$ cat src/rtl/tdmfs_pkg.sv
package tdmfs_pkg;
  typedef struct packed {
    logic clear;     // hold counters at zero
    logic step;      // advance counters this cycle
    logic zeroNow;   // current bit is bit 0 (late resync)
    logic zeroNext;  // next bit is bit 0 (early resync)
    logic report;    // strobes may be shown this cycle
  } tdmfs_cmd_t;
endpackage

$ cat src/rtl/tdmfs_ctrl.sv
module tdmfs_ctrl
  import tdmfs_pkg::*;
#(
  parameter int DIV_W = 10,
  parameter int SL_W  = 6,
  parameter int SC_W  = 4
) (
  input  logic             clk,
  input  logic             rstN,
  input  logic             bitEn,
  input  logic [3:0]       ctrlBits,
  input  logic [DIV_W-1:0] frameDiv,
  input  logic [SL_W-1:0]  slotLenTx,
  input  logic [SL_W-1:0]  slotLenRx,
  input  logic [SC_W-1:0]  slotCntTx,
  input  logic [SC_W-1:0]  slotCntRx,
  input  logic             syncIn,
  output tdmfs_cmd_t       cmd,
  output logic [SL_W-1:0]  slotLen,
  output logic             drive,
  output logic             longSync,
  output logic             early,
  output logic             cfgErr
);
  localparam int PW = (DIV_W + 1 > SL_W + SC_W) ? DIV_W + 1 : SL_W + SC_W;

  logic enable, slave;
  logic syncPrev, locked, riseNow;
  logic [SC_W-1:0] slotCnt;
  logic [PW-1:0] frameLenW, needW, slotLenW;
  logic shortOfSlots, oneSlot, longTooShort;

  assign enable   = ctrlBits[0];
  assign slave    = ctrlBits[1];
  assign longSync = ctrlBits[2];
  assign early    = ctrlBits[3];
  assign drive    = enable && !slave;

  assign slotLen = (slotLenRx >= slotLenTx) ? slotLenRx : slotLenTx;
  assign slotCnt = (slotCntRx >= slotCntTx) ? slotCntRx : slotCntTx;

  assign riseNow = bitEn && syncIn && !syncPrev;

  always_ff @(posedge clk or negedge rstN) begin
    if (!rstN) begin
      syncPrev <= 1'b0;
      locked   <= 1'b0;
    end else if (!enable) begin
      syncPrev <= 1'b0;
      locked   <= 1'b0;
    end else if (bitEn) begin
      syncPrev <= syncIn;
      if (!slave)
        locked <= 1'b0;
      else if (riseNow)
        locked <= 1'b1;
    end
  end

  always_comb begin
    cmd.clear    = !enable;
    cmd.step     = enable && bitEn;
    cmd.zeroNow  = enable && slave && riseNow && !(early && !longSync);
    cmd.zeroNext = enable && slave && riseNow && early && !longSync;
    cmd.report   = enable && bitEn && (!slave || locked || cmd.zeroNow);
  end

  assign frameLenW    = PW'(frameDiv) + PW'(1);
  assign slotLenW     = PW'(slotLen);
  assign needW        = PW'(slotLen) * PW'(slotCnt);
  assign shortOfSlots = frameLenW < needW;
  assign oneSlot      = (slotCntTx <= SC_W'(1)) || (slotCntRx <= SC_W'(1));
  assign longTooShort = longSync && oneSlot && (frameLenW <= slotLenW);
  assign cfgErr       = shortOfSlots || longTooShort;

  AST_SLAVE_NO_EARLY_STROBE: assert property (@(posedge clk) disable iff (!rstN)
    (enable && slave && !locked && !riseNow) |-> !cmd.report) else $error("R9 strobe before lock");

endmodule

$ cat src/rtl/tdmfs_dp.sv
module tdmfs_dp
  import tdmfs_pkg::*;
#(
  parameter int DIV_W = 10,
  parameter int SL_W  = 6
) (
  input  logic             clk,
  input  logic             rstN,
  input  tdmfs_cmd_t       cmd,
  input  logic [DIV_W-1:0] frameDiv,
  input  logic [SL_W-1:0]  slotLen,
  input  logic             drive,
  input  logic             longSync,
  input  logic             early,
  output logic [DIV_W-1:0] bitCnt,
  output logic             frameStart,
  output logic             slotStart,
  output logic             syncOut
);
  localparam int CW = (DIV_W > SL_W) ? DIV_W : SL_W;

  logic [DIV_W-1:0] bitReg, curBit, nextBit;
  logic [SL_W-1:0]  slotReg, curSlot, nextSlot;
  logic [SL_W:0]    slotInc;
  logic [CW-1:0]    bitW, slotW;

  assign curBit  = cmd.zeroNow ? '0 : bitReg;
  assign curSlot = (curBit == '0) ? '0 : slotReg;
  assign nextBit = (cmd.zeroNext || curBit >= frameDiv) ? '0 : curBit + DIV_W'(1);
  assign slotInc = {1'b0, curSlot} + (SL_W+1)'(1);

  always_comb begin
    if (nextBit == '0)
      nextSlot = '0;
    else if (slotInc >= {1'b0, slotLen})
      nextSlot = '0;
    else
      nextSlot = slotInc[SL_W-1:0];
  end

  always_ff @(posedge clk or negedge rstN) begin
    if (!rstN) begin
      bitReg  <= '0;
      slotReg <= '0;
    end else if (cmd.clear) begin
      bitReg  <= '0;
      slotReg <= '0;
    end else if (cmd.step) begin
      bitReg  <= nextBit;
      slotReg <= nextSlot;
    end
  end

  assign bitW  = CW'(bitReg);
  assign slotW = CW'(slotLen);

  always_comb begin
    if (!drive)
      syncOut = 1'b0;
    else if (longSync)
      syncOut = bitW < slotW;
    else if (early)
      syncOut = bitReg == frameDiv;
    else
      syncOut = bitReg == '0;
  end

  assign bitCnt     = curBit;
  assign frameStart = cmd.report && (curBit == '0);
  assign slotStart  = cmd.report && (curSlot == '0);

  AST_FRAME_HAS_SLOT: assert property (@(posedge clk) disable iff (!rstN)
    frameStart |-> slotStart) else $error("R2 frame without slot");

  AST_FRAME_WRAP: assert property (@(posedge clk) disable iff (!rstN)
    (cmd.step && !cmd.zeroNext && curBit == frameDiv) |=> (bitReg == '0)) else $error("R1 no wrap");

  AST_SHORT_ONE_BIT: assert property (@(posedge clk) disable iff (!rstN)
    (cmd.step && syncOut && !longSync && frameDiv != '0) |=>
      (!syncOut || !$stable(frameDiv) || !$stable(longSync) || !$stable(early) || !$stable(drive)))
    else $error("R3 short sync too wide");

endmodule

$ cat src/rtl/tdm_frame_sync.sv
module tdm_frame_sync
  import tdmfs_pkg::*;
#(
  parameter int DIV_W = 10,
  parameter int SL_W  = 6,
  parameter int SC_W  = 4
) (
  input  logic             clk,
  input  logic             rstN,
  input  logic             bitEn,
  input  logic [3:0]       ctrlBits,
  input  logic [DIV_W-1:0] frameDiv,
  input  logic [SL_W-1:0]  slotLenTx,
  input  logic [SL_W-1:0]  slotLenRx,
  input  logic [SC_W-1:0]  slotCntTx,
  input  logic [SC_W-1:0]  slotCntRx,
  input  logic             syncIn,
  output logic             syncOut,
  output logic             frameStart,
  output logic             slotStart,
  output logic [DIV_W-1:0] bitCnt,
  output logic             cfgErr
);
  tdmfs_cmd_t      cmd;
  logic [SL_W-1:0] slotLen;
  logic            drive, longSync, early;

  tdmfs_ctrl #(.DIV_W(DIV_W), .SL_W(SL_W), .SC_W(SC_W)) u_ctrl (
    .clk(clk), .rstN(rstN), .bitEn(bitEn), .ctrlBits(ctrlBits),
    .frameDiv(frameDiv), .slotLenTx(slotLenTx), .slotLenRx(slotLenRx),
    .slotCntTx(slotCntTx), .slotCntRx(slotCntRx), .syncIn(syncIn),
    .cmd(cmd), .slotLen(slotLen), .drive(drive), .longSync(longSync),
    .early(early), .cfgErr(cfgErr)
  );

  tdmfs_dp #(.DIV_W(DIV_W), .SL_W(SL_W)) u_dp (
    .clk(clk), .rstN(rstN), .cmd(cmd), .frameDiv(frameDiv),
    .slotLen(slotLen), .drive(drive), .longSync(longSync), .early(early),
    .bitCnt(bitCnt), .frameStart(frameStart), .slotStart(slotStart),
    .syncOut(syncOut)
  );

  AST_SLAVE_QUIET: assert property (@(posedge clk) disable iff (!rstN)
    ctrlBits[1] |-> !syncOut) else $error("R9 slave drives sync");

  AST_IDLE_CLEAR: assert property (@(posedge clk) disable iff (!rstN)
    !ctrlBits[0] |=> (bitCnt == '0)) else $error("R8 counter not cleared");

endmodule

$ cat config.mk
export PLATFORM = sky130hd
export DESIGN_NAME = tdm_frame_sync
export DESIGN_NICKNAME = d
export VERILOG_FILES = /design/src/rtl/tdmfs_pkg.sv /design/src/rtl/tdmfs_ctrl.sv /design/src/rtl/tdmfs_dp.sv /design/src/rtl/tdm_frame_sync.sv
export SDC_FILE = /design/constraint.sdc
export NUM_CORES = 1
export LEC_CHECK = 0
export BUFFER_PORTS_ARGS = -buffer_cell sky130_fd_sc_hd__clkbuf_2
export CAP_MARGIN = 5
export CELL_PAD_IN_SITES_DETAIL_PLACEMENT = 0
export CELL_PAD_IN_SITES_GLOBAL_PLACEMENT = 2
export CORE_UTILIZATION = 30
export DETAILED_ROUTE_END_ITERATION = 6
export PLACE_DENSITY_LB_ADDON = 0.1
export SYNTH_ARGS = -nofsm -noshare
export SYNTH_HDL_FRONTEND = slang
export SYNTH_SLANG_ARGS = --single-unit
$ cat constraint.sdc
create_clock -name clk -period 5.19 [get_ports clk]
set_input_delay 0.2595 -clock clk [delete_from_list [all_inputs] [get_ports clk]]
set_output_delay 0.2595 -clock clk [all_outputs]
set_load 0.05 [all_outputs]
==> impl_metrics.json, run 1 <==
{
  "non_filler_cells_in_the_finished_layout": 687,
  "async_reset_ff_frac": 1.000,
  "number_of_storage_elements_in_the_synthesis_netlist": 18,
  "drive_above_1_share": 0.2647,
  "timing_limited_maximum_frequency_mhz": 193.3,
  "critPathLaunchType": "input port",
  "remaining_global_route_overflow": 0,
  "slowest_stage": "sky130_fd_sc_hd__fa_1",
  "fp.dieH_um": 111.7,
  "detailedRoute.firstIterationViolations": 167,
  "cp_num_buf_inv": 8,
  "cell_family_with_the_largest_share_of_critical_path_delay": "adder cells",
  "worst_slew_pin_slew_ps": 581.9,
  "max-clock-path-buffers": 2,
  "cts_root_buf": "sky130_fd_sc_hd__clkbuf_16",
  "maxSlewHeadroom": 0.6109,
  "design_power_total_w": 0.0009829,
  "syn_to_final_growth_pct": 28.06,
  "crit_path_depth": 25,
  "power_leakage_nw": 2.287,
  "crit_path_max_fanout": 4,
  "post_synthesis_average_cell_area_sq_um": 7.741,
  "postSynth.topFlopCell": "sky130_fd_sc_hd__dfrtp_1",
  "seq_area_frac_synth": 0.1249,
  "clkSlewWorstSetupHoldPaths_ps": 60,
  "reg2regPathDepth": 17,
  "die_area_sq_mm": 0.01247,
  "power.density_mw_per_mm2": 212.8,
  "r2r_slack_ps": 1300,
  "cts_tree": "yes",
  "route.detailed.drc": 9,
  "wire_length_of_the_first_global_routing_pass_um": 17960,
  "io_buffers": 51,
  "rsz_0062_raised_after_global_routing": "true",
  "finalNetCount": 655,
  "max_stage_delay_ps": 550,
  "cp_data_required_time_ps": 4930,
  "antenna_left": 0,
  "boundaryPins": 52,
  "grt_pass1_vias": 3588,
  "gpl.final_weighted_congestion": 0.8562,
  "placement_rows": 39,
  "worst_hold_path.num_cells": 3,
  "placed_cells": 676,
  "grt_max_degree": 19,
  "timing.rr.start": "u_ctrl.syncPrev",
  "start_util": 0.3119,
  "final.setup_skew_ps": 3.148,
  "post_dp_cell_area_sq_mm": 0.004283,
  "antenna_violations_before_repair": 0,
  "syn_nets": 576,
  "setup-violations-final": 0,
  "route.vias.total": 3550,
  "yosysWarningCount": 0,
  "maxCapViolCount": 0,
  "hold_violations": 0,
  "floorplan.core_area_sq_mm": 0.01156,
  "level_count_of_the_clock_h_tree": 1,
  "synth_largest_area_cell": "sky130_fd_sc_hd__ha_1",
  "place_hpwl_um": 8566,
  "synth_top_cells_by_area": "sky130_fd_sc_hd__ha_1, sky130_fd_sc_hd__dfrtp_1, sky130_fd_sc_hd__inv_1, sky130_fd_sc_hd__xnor2_1, sky130_fd_sc_hd__fa_1",
  "timing.critical_path.mode_cell": "sky130_fd_sc_hd__inv_2",
  "post-route-period-util": 0.9968,
  "post-route-cell-area_sq_mm": 0.004619,
  "synth_area_sq_mm": 0.003607,
  "critPathCaptureType": "output pin",
  "clk_latency_ps": 250,
  "whs_endpoint": "u_ctrl.syncPrev",
  "post-synth-top-area-fraction": 0.2220,
  "violations_in_the_final_reports": "DRC",
  "count_of_cell_types_in_the_netlist": 53,
  "drt_wl_total_um": 10770,
  "hold_start": "syncIn",
  "antenna_cells_inserted": 0,
  "detail_route.vias_per_cell": 5.167,
  "die_width_um": 111.7,
  "synth_cells": 466,
  "routed_wire_length_per_instance_um": 15.68,
  "cts.sink_count": 18,
  "period_needed_ps": 5173,
  "post_synth_edffs": 0,
  "post_synth_most_frequent_cells": "sky130_fd_sc_hd__ha_1, sky130_fd_sc_hd__inv_1, sky130_fd_sc_hd__nor2_1, sky130_fd_sc_hd__nand2_1, sky130_fd_sc_hd__a21oi_1",
  "globalRouteTotalUtil": 0.1774,
  "finalMaxSlewViolations": 0,
  "outcome": "complete, but fails checks",
  "cts_buffers": 3,
  "detail_route.first_pass.iterations": 7,
  "critPathKind": "in -> out",
  "cp.arrival_ps": 4910,
  "rr_endpoint": "u_dp.slotReg[1]",
  "synthMostInstantiatedCell": "sky130_fd_sc_hd__ha_1",
  "ir_drop_mv": 0.1381,
  "hp-class": "in -> reg"
}
cell type report:
class,count,area [sq um]
fillers,1193,6945
multi-input cells,374,3080
repair buffers,92,610.6
flip-flops and latches,18,450.4
inverters,56,210.2
well taps,143,178.9
clock buffers,4,88.84
cell usage in the layout, fill, tap and decap left out, drive strengths merged, types with 16 or more instances in the layout:
cell	count
dfrtp	18
buf	44
inv	56
a21oi	26
nand2	39
xnor2	19
clkbuf	51
nand3	16
ha	64
nor2	40
nand4	17
state kept, by name, summed over array words and instances, names as in the netlist:
register,cells
u_ctrl.locked,1
u_ctrl.syncPrev,1
u_dp.bitReg,10
u_dp.slotReg,6
how the worst max path moves through the flow:
stage | start | to | slack, ps
after detailed placement | slotLenTx[2] | cfgErr | -230
after global routing | slotLenRx[0] | cfgErr | -220
after global placement | slotCntRx[0] | cfgErr | -220
final | slotLenTx[2] | cfgErr | 20
after CTS | slotLenRx[2] | cfgErr | -80
after floorplan | slotLenTx[2] | cfgErr | 5
cells by family (layout without fill, tap and decap cells):
kind of cell,count (synthesis),in the layout,synth area share
xor gates and xnor gates,30,30,0.07284
DFF,18,18,0.1249
buffers and inverters,74,152,0.07943
adders and majority gates,72,72,0.2664
muxes,8,8,0.02220
AOI/OAI and AO/OA,96,96,0.1984
and+or+nand+nor,168,168,0.2359
where the power goes:
part | internal (W) | total [W] | switching [W]
registers | 0.000144 | 0.000150 | 0.00000569
logic | 0.000306 | 0.000657 | 0.000351
clock network | 0.000117 | 0.000176 | 0.0000583
layer usage:
layer  vias to the layer above  GRT usage  part of all wire  routed length (um)
li1                       1805          -                 -                   -
met1                      1665     0.2350              0.47                5099
met2                        69     0.3172              0.49                5271
met3                        11    0.01198             0.024                 263
met4                         0    0.03243             0.013                 139
met5                         -          0                 0                   0
worst min-delay path, delay by kind of cell:
| kind | cells | cell delay [ps] |
|---|---|---|
| buf+inv | 1 | 80 |
| mux | 1 | 60 |
| simple gates | 1 | 80 |
through the flow:
step                TNS (ps)  setup WS (ps)  utilization  hold slack [ps]
finish                     0          16.66       0.3994            264.8
detailed placement    -228.9         -228.9       0.3703            254.0
floorplan                  0          5.250            -           -36.09
global route          -215.7         -215.7       0.3994            309.3
CTS                   -78.89         -78.89       0.3913            269.2
global placement      -219.3         -219.3       0.3703            253.9
repair_timing:
action,in CTS,in global routing
buffers inserted,5,1
pin swaps,29,22
setup endpoints to repair,1,1
gates cloned,0,0
hold buffers,1,0
hold endpoints to repair,18,0
resized for setup,21,20
Power figures use the tool's default switching activity.
==> run 2, diff against run 1 <==
==> constraint.sdc (replaced) <==
create_clock -name clk -period 5.2 [get_ports clk]
set_input_delay 0.26 -clock clk [delete_from_list [all_inputs] [get_ports clk]]
set_output_delay 0.26 -clock clk [all_outputs]
set_load 0.05 [all_outputs]
==> impl_metrics.json, run 2 (same netlist as run 1, synthesis figures left out) <==
{
  "hp-class": "in -> reg",
  "most_common_cell_after_layout_fill_and_taps_aside": "sky130_fd_sc_hd__ha_1",
  "detail_route.first_pass.iterations": 7,
  "antenna_left": 0,
  "power.density_mw_per_mm2": 208.2,
  "critPathLaunchType": "input port",
  "largest_reg_flops": 10,
  "cp.arrival_ps": 5000,
  "globalRouteTotalUtil": 0.1784,
  "detail_route.vias_per_cell": 5.097,
  "outcome": "complete, but fails checks",
  "hold_violations": 0,
  "grt_max_degree": 19,
  "grt_pass1_vias": 3605,
  "detailedRoute.firstIterationViolations": 124,
  "ir_drop_mv": 0.08581,
  "setup-violations-final": 1,
  "maxSlewHeadroom": 0.5808,
  "rr_endpoint": "u_dp.slotReg[0]",
  "placement_rows": 39,
  "cts_tree": "yes",
  "timing_limited_maximum_frequency_mhz": 190.2,
  "boundaryPins": 52,
  "rsz_0062_raised_after_global_routing": "true",
  "post-route-period-util": 1.011,
  "floorplan.core_area_sq_mm": 0.01156,
  "drt_wl_total_um": 10760,
  "crit_path_depth": 23,
  "antenna_cells_inserted": 0,
  "cts_root_buf": "sky130_fd_sc_hd__clkbuf_16",
  "antenna_violations_before_repair": 0,
  "largest-register": "u_dp.bitReg",
  "dr_wl_met3_um": 220,
  "finalNetCount": 660,
  "die_width_um": 111.7,
  "final.setup_skew_ps": 2.143,
  "critPathCaptureType": "output pin",
  "path_cells": "buf_4 > ha_4 > a21o_1 > a31oi_4 > o21a_1 > o21a_4 > mux2i_4 > or2_1 > fa_1 > fa_1 > inv_2 > ha_4 > a21o_1 > a21oi_2 > buf_4 > xnor2_2 > ha_1 > nor2b_1 > o21ai_0 > a21boi_2 > o21a_1 > o31ai_4 > buf_12",
  "violations_in_the_final_reports": "DRC, setup timing",
  "slowest_stage": "sky130_fd_sc_hd__fa_1",
  "route.vias.total": 3522,
  "route.detailed.drc": 9,
  "finish.utilization": 0.4011,
  "syn_to_final_growth_pct": 28.58,
  "gpl.final_weighted_congestion": 0.8688,
  "routed_wire_length_per_instance_um": 15.57,
  "critPathKind": "in -> out",
  "whs_endpoint": "u_ctrl.syncPrev",
  "wire_length_of_the_first_global_routing_pass_um": 18020,
  "finalMaxSlewViolations": 0,
  "worst_slew_pin_slew_ps": 626.5,
  "remaining_global_route_overflow": 0,
  "maxCapViolCount": 0,
  "crit_path_max_fanout": 3,
  "power_leakage_nw": 2.309,
  "max_stage_delay_ps": 540,
  "mostFrequentLayoutCells": "sky130_fd_sc_hd__ha_1, sky130_fd_sc_hd__inv_1, sky130_fd_sc_hd__clkbuf_2, sky130_fd_sc_hd__buf_4, sky130_fd_sc_hd__nand2_1",
  "clkSlewWorstSetupHoldPaths_ps": 50,
  "worst_hold_path.num_cells": 3,
  "cell_family_with_the_largest_share_of_critical_path_delay": "compound AO/OA/AOI/OAI gates",
  "reg2regPathDepth": 17,
  "cp_data_required_time_ps": 4940,
  "place_hpwl_um": 8588,
  "timing.rr.start": "u_ctrl.syncPrev",
  "hold_start": "syncIn",
  "cp_num_buf_inv": 4,
  "preCtsSetupSlack_ps": -315.8,
  "wl_met1_um": 5127,
  "level_count_of_the_clock_h_tree": 1,
  "cts_buffers": 3,
  "clk_latency_ps": 250,
  "top_layer": "met4",
  "io_buffers": 51,
  "setup_slack_ps": -56.58,
  "die_area_sq_mm": 0.01247,
  "r2r_slack_ps": 1330,
  "largest_registers": "u_dp.bitReg: 10 flops, u_dp.slotReg: 6 flops",
  "start_util": 0.3119,
  "max-clock-path-buffers": 2,
  "cts.sink_count": 18,
  "drive_above_1_share": 0.2628,
  "fp.dieH_um": 111.7,
  "routed-wl-met2_um": 5348,
  "period_needed_ps": 5257
}
## run 2: layer usage
metal,track usage,vias to the layer above
li1,-,1823
met1,0.2284,1650
met2,0.3325,45
met3,0.01198,4
met4,0.02523,0
met5,0,-
## run 2: per-stage QoR
stage | setup TNS (ps) | total power [W] | cell area [sq um] | instances | hold WS (ps)
2_1_floorplan | 0 | 0.0005282 | 3655 | 466 | -35.59
3_3_place_gp | -218.4 | 0.0007167 | 4275 | 675 | 254.2
3_5_place_dp | -315.8 | 0.0007206 | 4275 | 675 | 251.5
4_1_cts | -88.96 | 0.0009522 | 4534 | 688 | 267.4
5_1_grt | -286.7 | 0.001066 | 4638 | 691 | 300.4
6_report | -56.58 | 0.0009656 | 4638 | 691 | 266.8
## run 2: repair_timing
action	in CTS	in global routing
hold buffers	1	0
endpoints found under the hold margin	18	0
buffers inserted	10	3
pin swaps	29	25
resized for setup	23	15
endpoints found under the setup margin	1	1
## run 2: final cells by class
class                           count  area, sq um
Clock buffer                        3        75.07
Fill cell                        1219         6927
Inverter                           56        210.2
Multi-Input combinational cell    374         3083
Sequential cell                    18        450.4
Tap cell                          143        178.9
Timing Repair Buffer               97        640.6
## run 2: worst max-delay path by stage
stage | startpoint | end | slack (ps)
6_report | slotLenRx[2] | cfgErr | -60
5_1_grt | slotLenRx[2] | cfgErr | -290
4_1_cts | slotLenTx[2] | cfgErr | -90
3_5_place_dp | slotLenTx[2] | cfgErr | -320
3_3_place_gp | slotCntRx[0] | cfgErr | -220
2_1_floorplan | slotLenTx[2] | cfgErr | 10
## run 2: power by group
group          internal (W)  total, W  leakage [nW]  switching, W
Combinational      0.000312  0.000658          2.02      0.000346
Sequential         0.000144  0.000149         0.248    0.00000574
Clock              0.000101  0.000158        0.0370     0.0000565
## run 2: worst register-to-register path, stage by stage, from the launching register on
cell                      delay, ps
sky130_fd_sc_hd__dfrtp_1        370
sky130_fd_sc_hd__nor2b_1        230
sky130_fd_sc_hd__nand4_1        490
sky130_fd_sc_hd__nand2_1        320
sky130_fd_sc_hd__ha_1           190
sky130_fd_sc_hd__o21ai_1        160
sky130_fd_sc_hd__nand2_1        130
sky130_fd_sc_hd__inv_1           90
sky130_fd_sc_hd__ha_1           210
sky130_fd_sc_hd__nand3_1        140
sky130_fd_sc_hd__xor2_1         140
sky130_fd_sc_hd__or2_1          140
sky130_fd_sc_hd__inv_1           60
sky130_fd_sc_hd__ha_1           300
sky130_fd_sc_hd__nand4_1        110
sky130_fd_sc_hd__nor2_1          70
sky130_fd_sc_hd__a211o_4        390
sky130_fd_sc_hd__o41ai_2        240
==> run 3, diff against run 2 <==
--- a/config.mk
+++ b/config.mk
@@ -9,7 +9,8 @@
 export CAP_MARGIN = 5
 export CELL_PAD_IN_SITES_DETAIL_PLACEMENT = 0
 export CELL_PAD_IN_SITES_GLOBAL_PLACEMENT = 2
-export CORE_UTILIZATION = 30
+export CORE_UTILIZATION = 34
+export CTS_CLUSTER_DIAMETER = 200
 export DETAILED_ROUTE_END_ITERATION = 6
 export PLACE_DENSITY_LB_ADDON = 0.1
 export SYNTH_ARGS = -nofsm -noshare
==> impl_metrics.json, run 3 (same netlist as run 1, synthesis figures left out) <==
{
  "outcome": "finished clean",
  "worst_hold_path.num_cells": 3,
  "routed_wire_length_per_instance_um": 15.48,
  "preCtsSetupSlack_ps": -236.0,
  "wire_length_of_the_first_global_routing_pass_um": 17270,
  "worst_setup_path_startpoint": "slotLenRx[0]",
  "setup_slack_ps": 65.99,
  "critPathKind": "in -> out",
  "route.detailed.drc": 0,
  "antenna_left": 0,
  "period_needed_ps": 5134,
  "detailedRoute.firstIterationViolations": 164,
  "whs_endpoint": "u_ctrl.syncPrev",
  "largest_registers": "u_dp.bitReg: 10 flops, u_dp.slotReg: 6 flops",
  "drive_above_1_share": 0.2449,
  "post_dp_cell_area_sq_mm": 0.004244,
  "critPathCaptureType": "output pin",
  "placement_rows": 37,
  "path_cells": "clkbuf_2 > inv_1 > ha_1 > nand2b_4 > a31oi_2 > o21a_1 > o21a_4 > mux2i_4 > or2_1 > fa_1 > fa_1 > inv_2 > ha_4 > a21o_1 > a21oi_2 > o21bai_1 > a21oi_2 > xor2_1 > ha_1 > o211ai_1 > nor2_1 > o311a_1 > o31ai_4 > buf_12",
  "die_width_um": 105,
  "syn_to_final_growth_pct": 24.00,
  "die_area_sq_mm": 0.01103,
  "hp-class": "in -> reg",
  "power_leakage_nw": 2.238,
  "largest-register": "u_dp.bitReg",
  "worst_slew_pin_slew_ps": 576.3,
  "rr_endpoint": "u_dp.slotReg[1]",
  "drt_wl_total_um": 10450,
  "hold_start": "syncIn",
  "level_count_of_the_clock_h_tree": 1,
  "ir_drop_mv": 0.08078,
  "finish.utilization": 0.4333,
  "route.vias.total": 3540,
  "rsz_0062_raised_after_global_routing": "true",
  "max_stage_delay_ps": 500,
  "floorplan.core_area_sq_mm": 0.01032,
  "maxCapViolCount": 0,
  "post-route-cell-area_sq_mm": 0.004473,
  "fin_setup_tns_ps": 0,
  "largest_reg_flops": 10,
  "timing.rr.start": "u_ctrl.syncPrev",
  "max-clock-path-buffers": 2,
  "finalNetCount": 650,
  "setup-violations-final": 0,
  "design_power_total_w": 0.0008842,
  "globalRouteTotalUtil": 0.1958,
  "slowest_stage": "sky130_fd_sc_hd__fa_1",
  "start_util": 0.3494,
  "cts_tree": "yes",
  "place_hpwl_um": 8235,
  "finalMaxSlewViolations": 0,
  "final.setup_skew_ps": 2.685,
  "detail_route.vias_per_cell": 5.244,
  "cp_data_required_time_ps": 4940,
  "gpl.final_weighted_congestion": 0.8034,
  "power.density_mw_per_mm2": 197.7,
  "most_common_cell_after_layout_fill_and_taps_aside": "sky130_fd_sc_hd__ha_1",
  "cts_buffers": 3,
  "r2r_slack_ps": 1340,
  "clk_latency_ps": 260,
  "post-route-period-util": 0.9873,
  "remaining_global_route_overflow": 0,
  "fp.dieH_um": 105,
  "boundaryPins": 52,
  "grt_max_degree": 19,
  "grt_pass1_vias": 3485,
  "hold_violations": 0,
  "reg2regPathDepth": 17,
  "cp.arrival_ps": 4870,
  "timing_limited_maximum_frequency_mhz": 194.8,
  "maxSlewHeadroom": 0.6048,
  "io_buffers": 51,
  "cts.sink_count": 18,
  "detail_route.first_pass.iterations": 4,
  "antenna_violations_before_repair": 0,
  "cts_root_buf": "sky130_fd_sc_hd__clkbuf_8",
  "critPathLaunchType": "input port",
  "crit_path_max_fanout": 4,
  "antenna_cells_inserted": 0,
  "clkSlewWorstSetupHoldPaths_ps": 70,
  "mostFrequentLayoutCells": "sky130_fd_sc_hd__ha_1, sky130_fd_sc_hd__inv_1, sky130_fd_sc_hd__clkbuf_2, sky130_fd_sc_hd__nand2_1, sky130_fd_sc_hd__nor2_1"
}
## run 3: per-stage QoR
step	hold WS, ps	cells
floorplan	-35.59	466
global placement	244.5	665
detailed placement	246.3	665
CTS	261.9	674
global route	289.7	675
finish	261.2	675
## run 3: how the worst max path moves through the flow
stage | endpoint | slack [ps] | depth (start not counted)
after floorplan | cfgErr | 10 | 21
after CTS | cfgErr | 5 | 26
after detailed placement | cfgErr | -240 | 25
after global placement | cfgErr | -120 | 25
final | cfgErr | 70 | 24
after global routing | cfgErr | -200 | 24
## run 3: area by class of cell
| cell class | count | area, sq um |
|---|---|---|
| clock buffer | 4 | 55.05 |
| fill | 1067 | 5851 |
| inverter | 56 | 210.2 |
| multi-input combinational | 374 | 3034 |
| sequential | 18 | 450.4 |
| tap | 136 | 170.2 |
| timing repair buffer | 87 | 553.0 |
## run 3: metal layers
layer	vias to the layer above	share of wire	track usage	routed length, um
li1	1796	-	-	-
met5	-	0	0	0
met4	0	0.0027	0.01207	28
met2	67	0.50	0.3690	5252
met3	2	0.030	0.01684	317
met1	1675	0.46	0.2510	4850
## run 3: critical path: cells and delay by family
family          cells  cell delay [ps]
mux                 1              210
xor+xnor            1              190
compound gates     10             1730
simple gates        3              420
fa+ha+maj           5             1700
buf+inv             4              360
## run 3: timing repair
item,in CTS,in global routing
endpoints found under the hold margin,18,0
pin swaps,22,9
gates resized for setup,18,13
buffers inserted,4,1
cloned,0,0
hold buffers,1,0
endpoints found under the setup margin,1,1
## run 3: report_power, final
group / switching (W) / internal [W]
clock: 0.0000508 / 0.0000673
sequential: 0.00000593 / 0.000143
combinational: 0.000333 / 0.000284
total: 0.000390 / 0.000494
